--- src/rtl/scsi_drive_pkg.sv ---
package scsi_drive_pkg;

   // mode byte bit positions (software decodes these)
   localparam int MODE_OD  = 7;
   localparam int MODE_TGT = 6;
   localparam int MODE_EPC = 5;

   // initiator command byte
   localparam int ICMD_ADB = 0;
   localparam int ICMD_ATN = 1;
   localparam int ICMD_SEL = 2;
   localparam int ICMD_BSY = 3;
   localparam int ICMD_ACK = 4;

   // target command byte (expected phase + REQ)
   localparam int TCMD_IO  = 0;
   localparam int TCMD_CD  = 1;
   localparam int TCMD_MSG = 2;
   localparam int TCMD_REQ = 3;

   // register slots; slot index equals location
   localparam int SLOT_ODATA = 0;
   localparam int SLOT_ICMD  = 1;
   localparam int SLOT_MODE  = 2;
   localparam int SLOT_TCMD  = 3;
   localparam int NUM_SLOTS  = 4;

   typedef enum logic [2:0] {
      LOC_ODATA = 3'd0,
      LOC_ICMD  = 3'd1,
      LOC_MODE  = 3'd2,
      LOC_TCMD  = 3'd3,
      LOC_STAT  = 3'd4
   } reg_loc_e;

   typedef struct packed {
      logic od;
      logic tgt;
      logic epc;
      logic adb;
      logic atn;
      logic sel;
      logic bsy;
      logic ack;
      logic x_io;
      logic x_cd;
      logic x_msg;
      logic x_req;
   } drive_ctl_t;

endpackage

--- src/rtl/scsi_drive_regs.sv ---
module scsi_drive_regs
   import scsi_drive_pkg::*;
#(
   parameter int DATA_W = 8,
   parameter int ADDR_W = 3
) (
   input  logic              clk,
   input  logic              rst_n,
   input  logic              cpu_sel,
   input  logic              cpu_wr,
   input  logic [ADDR_W-1:0] cpu_addr,
   input  logic [DATA_W-1:0] cpu_wdata,
   input  logic              perr,
   output logic [DATA_W-1:0] cpu_rdata,
   output logic [DATA_W-1:0] odata,
   output drive_ctl_t        ctl,
   output logic              stat_rd
);

   localparam logic [ADDR_W-1:0] STAT_LOC = ADDR_W'(LOC_STAT);

   logic [DATA_W-1:0]    bank_q [NUM_SLOTS];
   logic [NUM_SLOTS-1:0] wr_hit;
   logic                 rd_act;

   assign rd_act  = cpu_sel && !cpu_wr;
   assign stat_rd = rd_act && (cpu_addr == STAT_LOC);

   for (genvar g = 0; g < NUM_SLOTS; g++) begin : g_dec
      assign wr_hit[g] = cpu_sel && cpu_wr && (cpu_addr == ADDR_W'(g));
   end

   always_ff @(posedge clk or negedge rst_n) begin
      if (!rst_n) begin
         for (int i = 0; i < NUM_SLOTS; i++) bank_q[i] <= '0;
      end else begin
         for (int i = 0; i < NUM_SLOTS; i++)
            if (wr_hit[i]) bank_q[i] <= cpu_wdata;
      end
   end

   always_comb begin
      cpu_rdata = '0;
      if (rd_act) begin
         for (int i = 0; i < NUM_SLOTS; i++)
            if (cpu_addr == ADDR_W'(i)) cpu_rdata = bank_q[i];
         if (stat_rd) cpu_rdata = DATA_W'(perr);
      end
   end

   assign odata     = bank_q[SLOT_ODATA];
   assign ctl.od    = bank_q[SLOT_MODE][MODE_OD];
   assign ctl.tgt   = bank_q[SLOT_MODE][MODE_TGT];
   assign ctl.epc   = bank_q[SLOT_MODE][MODE_EPC];
   assign ctl.adb   = bank_q[SLOT_ICMD][ICMD_ADB];
   assign ctl.atn   = bank_q[SLOT_ICMD][ICMD_ATN];
   assign ctl.sel   = bank_q[SLOT_ICMD][ICMD_SEL];
   assign ctl.bsy   = bank_q[SLOT_ICMD][ICMD_BSY];
   assign ctl.ack   = bank_q[SLOT_ICMD][ICMD_ACK];
   assign ctl.x_io  = bank_q[SLOT_TCMD][TCMD_IO];
   assign ctl.x_cd  = bank_q[SLOT_TCMD][TCMD_CD];
   assign ctl.x_msg = bank_q[SLOT_TCMD][TCMD_MSG];
   assign ctl.x_req = bank_q[SLOT_TCMD][TCMD_REQ];

endmodule

--- src/rtl/scsi_drive_parity.sv ---
module scsi_drive_parity #(
   parameter int DATA_W     = 8,
   parameter bit ODD_PARITY = 1'b1
) (
   input  logic              clk,
   input  logic              rst_n,
   input  logic [DATA_W-1:0] odata,
   input  logic [DATA_W-1:0] bus_db_n,
   input  logic              bus_dbp_n,
   input  logic              rx_strobe,
   input  logic              epc,
   input  logic              stat_rd,
   output logic              par_bit,
   output logic              perr
);

   logic [DATA_W:0] rx_word;
   logic            rx_bad;
   logic            perr_q;

   assign rx_word = {~bus_dbp_n, ~bus_db_n};

   if (ODD_PARITY) begin : g_odd
      assign par_bit = ~^odata;
      assign rx_bad  = ~^rx_word;
   end else begin : g_even
      assign par_bit = ^odata;
      assign rx_bad  = ^rx_word;
   end

   // a fresh error wins over the clearing status read
   always_ff @(posedge clk or negedge rst_n) begin
      if (!rst_n)                          perr_q <= 1'b0;
      else if (rx_strobe && epc && rx_bad) perr_q <= 1'b1;
      else if (stat_rd)                    perr_q <= 1'b0;
   end

   assign perr = perr_q;

endmodule

--- src/rtl/scsi_drive_gate.sv ---
module scsi_drive_gate #(
   parameter int DATA_W        = 8,
   parameter bit OPEN_DRAIN_EN = 1'b1
) (
   input  logic              od,
   input  logic              tgt,
   input  logic              adb,
   input  logic              atn,
   input  logic              sel,
   input  logic              bsy,
   input  logic              ack,
   input  logic              x_io,
   input  logic              x_cd,
   input  logic              x_msg,
   input  logic              x_req,
   input  logic [DATA_W-1:0] odata,
   input  logic              par_bit,
   input  logic              bus_cd_n,
   input  logic              bus_io_n,
   input  logic              bus_msg_n,
   output logic [DATA_W-1:0] db_n,
   output logic [DATA_W-1:0] db_oe,
   output logic              dbp_n,
   output logic              dbp_oe,
   output logic              atn_oe,
   output logic              ack_oe,
   output logic              sel_oe,
   output logic              bsy_oe,
   output logic              cd_oe,
   output logic              io_oe,
   output logic              msg_oe,
   output logic              req_oe
);

   logic phase_ok;
   logic data_en;

   assign phase_ok = ((~bus_cd_n)  == x_cd) &&
                     ((~bus_io_n)  == x_io) &&
                     ((~bus_msg_n) == x_msg);

   // target drives freely; initiator only while bus I/O is false and phase matches
   assign data_en = adb && (tgt || (bus_io_n && phase_ok));

   assign atn_oe = atn && !tgt;
   assign ack_oe = ack && !tgt;
   assign sel_oe = sel;
   assign bsy_oe = bsy;
   assign cd_oe  = x_cd  && tgt;
   assign io_oe  = x_io  && tgt;
   assign msg_oe = x_msg && tgt;
   assign req_oe = x_req && tgt;

   logic [DATA_W:0] line_val;
   logic [DATA_W:0] line_oe;

   assign line_val = {par_bit, odata};

   for (genvar i = 0; i <= DATA_W; i++) begin : g_line
      if (OPEN_DRAIN_EN) begin : g_od
         // open drain: release any line whose pin would go high
         assign line_oe[i] = data_en && (!od || line_val[i]);
      end else begin : g_pp
         assign line_oe[i] = data_en;
      end
   end

   assign db_n   = ~line_val[DATA_W-1:0];
   assign dbp_n  = ~line_val[DATA_W];
   assign db_oe  = line_oe[DATA_W-1:0];
   assign dbp_oe = line_oe[DATA_W];

endmodule

--- src/rtl/scsi_drive_ctl.sv ---
module scsi_drive_ctl
   import scsi_drive_pkg::*;
#(
   parameter int DATA_W        = 8,
   parameter int ADDR_W        = 3,
   parameter bit ODD_PARITY    = 1'b1,
   parameter bit OPEN_DRAIN_EN = 1'b1
) (
   input  logic              clk,
   input  logic              rst_n,
   input  logic              cpu_sel,
   input  logic              cpu_wr,
   input  logic [ADDR_W-1:0] cpu_addr,
   input  logic [DATA_W-1:0] cpu_wdata,
   output logic [DATA_W-1:0] cpu_rdata,
   input  logic [DATA_W-1:0] bus_db_n_i,
   input  logic              bus_dbp_n_i,
   input  logic              bus_cd_n_i,
   input  logic              bus_io_n_i,
   input  logic              bus_msg_n_i,
   input  logic              rx_strobe_i,
   output logic [DATA_W-1:0] db_n_o,
   output logic [DATA_W-1:0] db_oe_o,
   output logic              dbp_n_o,
   output logic              dbp_oe_o,
   output logic              atn_oe_o,
   output logic              ack_oe_o,
   output logic              sel_oe_o,
   output logic              bsy_oe_o,
   output logic              cd_oe_o,
   output logic              io_oe_o,
   output logic              msg_oe_o,
   output logic              req_oe_o
);

   if (DATA_W < 8) begin : g_bad_width
      $error("scsi_drive_ctl: DATA_W must be at least 8 to hold the control bits");
   end
   if (ADDR_W < 3) begin : g_bad_addr
      $error("scsi_drive_ctl: ADDR_W must be at least 3 to reach the status location");
   end

   drive_ctl_t        ctl;
   logic [DATA_W-1:0] odata;
   logic              stat_rd;
   logic              perr;
   logic              par_bit;

   scsi_drive_regs #(
      .DATA_W (DATA_W),
      .ADDR_W (ADDR_W)
   ) i_regs (
      .clk       (clk),
      .rst_n     (rst_n),
      .cpu_sel   (cpu_sel),
      .cpu_wr    (cpu_wr),
      .cpu_addr  (cpu_addr),
      .cpu_wdata (cpu_wdata),
      .perr      (perr),
      .cpu_rdata (cpu_rdata),
      .odata     (odata),
      .ctl       (ctl),
      .stat_rd   (stat_rd)
   );

   scsi_drive_parity #(
      .DATA_W     (DATA_W),
      .ODD_PARITY (ODD_PARITY)
   ) i_parity (
      .clk       (clk),
      .rst_n     (rst_n),
      .odata     (odata),
      .bus_db_n  (bus_db_n_i),
      .bus_dbp_n (bus_dbp_n_i),
      .rx_strobe (rx_strobe_i),
      .epc       (ctl.epc),
      .stat_rd   (stat_rd),
      .par_bit   (par_bit),
      .perr      (perr)
   );

   scsi_drive_gate #(
      .DATA_W        (DATA_W),
      .OPEN_DRAIN_EN (OPEN_DRAIN_EN)
   ) i_gate (
      .od        (ctl.od),
      .tgt       (ctl.tgt),
      .adb       (ctl.adb),
      .atn       (ctl.atn),
      .sel       (ctl.sel),
      .bsy       (ctl.bsy),
      .ack       (ctl.ack),
      .x_io      (ctl.x_io),
      .x_cd      (ctl.x_cd),
      .x_msg     (ctl.x_msg),
      .x_req     (ctl.x_req),
      .odata     (odata),
      .par_bit   (par_bit),
      .bus_cd_n  (bus_cd_n_i),
      .bus_io_n  (bus_io_n_i),
      .bus_msg_n (bus_msg_n_i),
      .db_n      (db_n_o),
      .db_oe     (db_oe_o),
      .dbp_n     (dbp_n_o),
      .dbp_oe    (dbp_oe_o),
      .atn_oe    (atn_oe_o),
      .ack_oe    (ack_oe_o),
      .sel_oe    (sel_oe_o),
      .bsy_oe    (bsy_oe_o),
      .cd_oe     (cd_oe_o),
      .io_oe     (io_oe_o),
      .msg_oe    (msg_oe_o),
      .req_oe    (req_oe_o)
   );

endmodule

--- config.mk ---
export PLATFORM = sky130hd
export DESIGN_NAME = scsi_drive_ctl
export DESIGN_NICKNAME = d
export VERILOG_FILES = /design/src/rtl/scsi_drive_pkg.sv /design/src/rtl/scsi_drive_regs.sv /design/src/rtl/scsi_drive_parity.sv /design/src/rtl/scsi_drive_gate.sv /design/src/rtl/scsi_drive_ctl.sv
export SDC_FILE = /design/constraint.sdc
export NUM_CORES = 1
export LEC_CHECK = 0
export BUFFER_PORTS_ARGS = -buffer_cell sky130_fd_sc_hd__clkbuf_2
export CAP_MARGIN = 5
export CELL_PAD_IN_SITES_DETAIL_PLACEMENT = 0
export CELL_PAD_IN_SITES_GLOBAL_PLACEMENT = 1
export CORE_ASPECT_RATIO = 0.6
export CORE_MARGIN = 5
export CORE_UTILIZATION = 41
export CTS_CLUSTER_SIZE = 24
export DETAILED_ROUTE_END_ITERATION = 8
export GPL_TIMING_DRIVEN = 1
export PLACE_DENSITY = 0.87
export SYNTH_ARGS = -nofsm -noshare
export SYNTH_HDL_FRONTEND = slang
export SYNTH_SLANG_ARGS = --single-unit
--- constraint.sdc ---
create_clock -name clk -period 3.9 [get_ports clk]
set_clock_uncertainty 0.05 [all_clocks]
set_input_delay 0.39 -clock clk [delete_from_list [all_inputs] [get_ports clk]]
set_output_delay 0.39 -clock clk [all_outputs]
set_load 0.01 [all_outputs]
==> summary.md, run 1 <==
| Metric | Value |
|---|---|
| Status | completed |
| Total Wirelength | 4780 µm |
| Vias in the first global route | 1531 |
| Critical Path Sink Type | output pin |
| N_diodes | 0 |
| All-layer global routing usage | 16.3% |
| CTS tree | yes |
| Number of port buffers | 61 |
| Boundary Pins | 62 |
| Crit path kind | reg -> out |
| Crit Path Max Fanout | 9 |
| Cell variety after synth | 29 |
| FMAX | 442 MHz |
| Post-Synthesis Cells | 176 |
| RSZ-0062 raised after global routing | no |
| DIE AREA | 6100 µm² |
| Least-Margin Pin Slew | 0.811 ns |
| Final GP Congestion | 0.777 |
| Prevailing post-synth register cell | dfrtp_1 |
| Syn Std Cell Area | 1890 µm² |
| Nets@finish | 262 |
| Ratio of cells with drive above 1 in the final layout | 44.3% |
| Setup Fix Bufs, Post-CTS | 0 |
| Fin. Hold Viols | 0 |
| FFs w/ async S/R, synth | 100% |
| Hold_buf cts | 0 |
| WL/cell | 16.1 µm |
| Via density | 4.98 |
| Clk pin slew, worst setup/hold paths | 0.07 ns |
| Max VDD drop | 0.251 mV |
| Setup TNS | 0 ns |
| CTS HTree Levels | 2 |
| Power density cells | 523 nW/µm² |
| Clock buffer count from CTS | 5 |
| Syn_nets | 204 |
| Worst relative slew slack | 45.5% |
| CTS root buffer | clkbuf_8 |
| Clk sink count | 33 |
| Drt initial violations | 104 |
| Final global-route overflow total | 0 |
| DRT Pass-1 Iters | 4 |
| DP Worst Slack | 1.66 ns |
| DP Wirelength | 3570 µm |
| Post-detailed-route DRC marker count | 0 |
| Placed cell area | 2210 µm² |
| Area Overhead vs Synth | 22.4% |
| Vias | 1485 |
| Post-synth EDFFs | 0 |
| Post-CTS Resized | 0 |
| Hold_ws | 0.139 ns |
| Pin count of the biggest net entering global routing | 34 |
| Post-synthesis register bit count | 33 |
| Final min period | 2.26 ns |
| Required time worst endpoint | 3.46 ns |
| Starting Density | 41.8% |
| Die Height | 62.5 µm |
| Fin worst setup slack | 1.64 ns |
| Most frequent cells in the layout | clkbuf_2 (61), dfrtp_1 (33), mux2_2 (23) |
| DRT antenna net count | 0 |
| Most common cell after layout, fill and taps aside | clkbuf_2 |
| P_leak | 0.00111 µW |
| Sequential area share after synthesis | 43.8% |
| Mean post-synth cell area | 10.7 µm² |
| Row cnt | 19 |
| Final period util | 58.0% |
| Max-Cap Viols | 0 |
| Cell area after layout | 2310 µm² |
| Final Setup Violations | 0 |
| Die X-Extent | 97.6 µm |
| CP Launch Type | flip-flop |
| Initial antenna violation count | 0 |
| Synth Warn # | 0 |
| WP data arrival | 1.82 ns |
| Worst-Skew Late Latency | 0.28 ns |
| Core area | 4520 µm² |
| Clk buf depth | 2 |
| First-pass GRT wire length | 7970 µm |
| Worst hold-check path type | in -> async |
| Fin. max-slew vios | 0 |
| Tot Pwr | 1210 µW |
-- critical path: stages (launching register included) --
cell,delay [ns]
dfrtp_1,0.42
xnor2_1,0.21
nor4b_1,0.07
o21ai_1,0.57
a21oi_1,0.10
clkbuf_2,0.16
-- Yosys cell counts, types with 2 or more instances --
cell type | count | area, µm²
inv_1 | 8 | 30.0
xnor2_1 | 13 | 114
xor2_1 | 2 | 17.5
mux2_2 | 23 | 259
nor2b_1 | 2 | 12.5
clkbuf_1 | 5 | 18.8
a21oi_1 | 9 | 45.0
o21ai_0 | 17 | 85.1
buf_6 | 3 | 33.8
dfrtp_1 | 33 | 826
buf_2 | 2 | 10.0
and2_1 | 4 | 25.0
nand2_1 | 18 | 67.6
nor4b_1 | 2 | 17.5
nor2_1 | 7 | 26.3
o22ai_1 | 8 | 50.1
mux2_4 | 8 | 120
-- state kept, by name, summed over array words and instances (netlist names) --
signal / flops
i_regs.odata: 8
i_parity.perr: 1
i_regs.ctl: 12
i_regs.bank_q: 12
-- worst paths after layout --
check,startpoint,end,slack [ns],cells after the start
worst max-delay path,i_regs.ctl[2],db_oe_o[3],1.64,5
worst min-delay path,rst_n,i_regs.odata[7],0.14,1
worst max register to register,i_regs.ctl[11],i_regs.ctl[11],2.87,1
worst min register to register,i_regs.bank_q[11],i_regs.bank_q[11],0.46,1
max in group asynchronous,rst_n,i_regs.ctl[3],3.15,1
min in group clk,cpu_wdata[4],i_regs.odata[4],0.32,3
-- through the flow --
step / std cells / util [%]
CTS: 298 / 51.1
global placement: 290 / 48.9
finish: 298 / 51.1
floorplan: 176 / -
detailed placement: 290 / 48.9
global route: 298 / 51.1
-- metal layers --
metal	global-route usage, %	wire length [µm]
met4	3.28	10
met5	0	0
met2	23.1	2050
met1	24.1	2440
met3	5.46	279
-- kinds of logic (layout without fill, tap and decap cells) --
group,after synthesis,in the layout,share of synthesized area (%)
AND/OR/NAND/NOR,41,41,12.1
AO/OA/AOI/OAI,36,36,10.3
flip-flops,33,33,43.8
multiplexers,32,32,20.7
buffers and inverters,18,77,4.91
XOR/XNOR,16,16,8.16
-- where the power goes --
part,internal [µW],switching [µW]
registers,425,68.7
clock network,159,122
logic,219,213
-- cell type report --
class / count / area [µm²]
clock buffers: 7 / 96.3
clock inverters: 1 / 5.00
fillers: 433 / 2210
inverters: 8 / 30.0
multi-input cells: 125 / 968
flip-flops and latches: 33 / 826
well taps: 63 / 78.8
repair buffers: 61 / 305
Note: power is estimated with default switching activity, not from simulation.
==> inputs of run 2 (changes only) <==
Settings changed: CORE_UTILIZATION 41 to 38, PLACE_DENSITY 0.87 to 0.82.
Clock period 3.9 ns to 2.4 ns, I/O delays scaled along.
==> summary.md, run 2 (synthesis results as in run 1) <==
| Metric | Value |
|---|---|
| DRT Pass-1 Iters | 4 (unchanged) |
| Most frequent cells in the layout | clkbuf_2 (61), dfrtp_1 (33), mux2_2 (23) (unchanged) |
| Final period util | 83.2% |
| Hold_buf cts | 0 (unchanged) |
| Final min period | 2.00 ns |
| Post-CTS Resized | 0 (unchanged) |
| CTS root buffer | clkbuf_8 (unchanged) |
| Nets@finish | 269 (was 262) |
| Final Setup Violations | 0 (unchanged) |
| WP data arrival | 1.71 ns (was 1.82 ns) |
| Clk buf depth | 2 (unchanged) |
| Clk pin slew, worst setup/hold paths | 0.07 ns (about the same) |
| CTS tree | yes (unchanged) |
| DRT antenna net count | 0 (unchanged) |
| Clk sink count | 33 (unchanged) |
| WL/cell | 16.0 µm (was 16.1 µm) |
| Max-Cap Viols | 0 (unchanged) |
| Ratio of cells with drive above 1 in the final layout | 45.9% (was 44.3%) |
| Final GP Congestion | 0.792 (was 0.777) |
| Row cnt | 19 (unchanged) |
| Pin count of the biggest net entering global routing | 34 (unchanged) |
| Fin. max-slew vios | 0 (unchanged) |
| RSZ-0062 raised after global routing | no (unchanged) |
| Most common cell after layout, fill and taps aside | clkbuf_2 (unchanged) |
| Via density | 4.97 (was 4.98) |
| CP Launch Type | flip-flop (unchanged) |
| DP Wirelength | 3740 µm (was 3570 µm) |
| Required time worst endpoint | 2.11 ns (was 3.46 ns) |
| Critical Path Sink Type | output pin (unchanged) |
| Starting Density | 40.3% (was 41.8%) |
| Post-detailed-route DRC marker count | 0 (unchanged) |
| CP max stage delay | 0.41 ns (was 0.57 ns) |
| Fin worst setup slack | 0.402 ns (was 1.64 ns) |
| Worst-Skew Late Latency | 0.28 ns (about the same) |
| CTS HTree Levels | 2 (unchanged) |
| Initial antenna violation count | 0 (unchanged) |
| Fin. Hold Viols | 2 (was 0) |
| Setup Fix Bufs, Post-CTS | 0 (unchanged) |
| Boundary Pins | 62 (unchanged) |
| Setup TNS | 0 ns (unchanged) |
| Crit path kind | reg -> out (unchanged) |
| Status | finished, violations left (was completed) |
| Least-Margin Pin Slew | 0.841 ns (was 0.811 ns) |
| FMAX | 501 MHz |
| P_leak | 0.00114 µW (was 0.00111 µW) |
| All-layer global routing usage | 15.5% (was 16.3%) |
| Multi-input combinational cell area | 968 µm² (unchanged) |
| Power density cells | 839 nW/µm² (was 523 nW/µm²) |
| Worst hold-check path type | in -> async (unchanged) |
| Worst-path cell with the longest stage delay | dfrtp_1 (was o21ai_1) |
| Core area | 4680 µm² (was 4520 µm²) |
| Hold_ws | -0.00136 ns (was 0.139 ns) |
| DP Worst Slack | 0.597 ns (was 1.66 ns) |
| Crit Path Max Fanout | 9 (unchanged) |
| N_diodes | 0 (unchanged) |
| DIE AREA | 6520 µm² (was 6100 µm²) |
| Die Height | 64.6 µm (was 62.5 µm) |
| Worst relative slew slack | 44.0% (was 45.5%) |
| Area Overhead vs Synth | 25.2% (was 22.4%) |
| # fillers | 452 (was 433) |
| Total Wirelength | 4890 µm (was 4780 µm) |
| Number of port buffers | 61 (unchanged) |
| Vias in the first global route | 1548 (was 1531) |
| Failing checks | negative hold slack |
| CP Cell Sequence | xnor2_1 > nor4b_1 > o21ai_1 > buf_4 > a21oi_1 > clkbuf_2 (was xnor2_1 > nor4b_1 > o21ai_1 > a21oi_1 > clkbuf_2) |
| Max VDD drop | 0.385 mV (was 0.251 mV) |
| Clock buffer count from CTS | 5 (unchanged) |
| First-pass GRT wire length | 7720 µm (was 7970 µm) |
| R2R depth | 1 (unchanged) |
| Die X-Extent | 101 µm (was 97.6 µm) |
| Drt initial violations | 53 (was 104) |
| Vias | 1517 (was 1485) |
| Final global-route overflow total | 0 (unchanged) |
| Seq. cell area | 826 µm² (unchanged) |
-- run 2: cell types whose count changed in the layout (fill, tap and decap cells not counted) --
cell / delta
buf_4: +7
-- run 2: area by class of cell --
class / instances / share of cell area (%)
sequential: 33 / 35.0
multi-input combinational: 125 / 41.0
timing repair buffer: 68 / 15.1
clock inverter: 1 / 0.212
inverter: 8 / 1.27
clock buffer: 7 / 4.08
tap: 63 / 3.34
-- run 2: critical path: cells and delay by family (launching register included) --
kind                      cells  cell delay [ns]
AOI/OAI and AO/OA             2             0.23
DFF                           1             0.41
and+or+nand+nor               1             0.30
xor gates and xnor gates      1             0.14
buffers and inverters         2             0.34
-- run 2: metal layers --
layer / GRT usage, % / part of all wire, % / wire, µm
met1: 22.7 / 50 / 2430
met2: 21.7 / 41 / 1980
met3: 4.61 / 7.0 / 344
met4: 5.64 / 2.6 / 129
met5: 0 / 0 / 0
-- run 2: metrics by stage --
stage / hold WS [ns] / cell area (µm²) / total power (µW) / utilization (%) / std cells
detailed placement: 0.338 / 2260 / 1540 / 48.3 / 297
CTS: 0.0290 / 2360 / 2000 / 50.4 / 305
global route: 0.0710 / 2360 / 2110 / 50.4 / 305
floorplan: -0.106 / 1890 / 1260 / - / 176
finish: -0.00136 / 2360 / 1980 / 50.4 / 305
global placement: 0.338 / 2260 / 1520 / 48.3 / 297
-- run 2: final timing paths --
kind                                      to           start  slack (ns)
setup reg to reg              i_regs.ctl[11]  i_regs.ctl[11]        1.35
max in group asynchronous   i_regs.bank_q[8]           rst_n        1.77
hold reg to reg                i_parity.perr   i_parity.perr        0.45
hold / removal             i_regs.bank_q[23]           rst_n      -0.001
setup / recovery                  db_oe_o[5]   i_regs.ctl[1]        0.40
min in group clk               i_parity.perr     rx_strobe_i        0.16
-- run 2: power by group --
| part | switching, µW | internal (µW) |
|---|---|---|
| Sequential | 115 | 691 |
| Combinational | 353 | 363 |
| Clock | 202 | 259 |
| Total | 669 | 1310 |
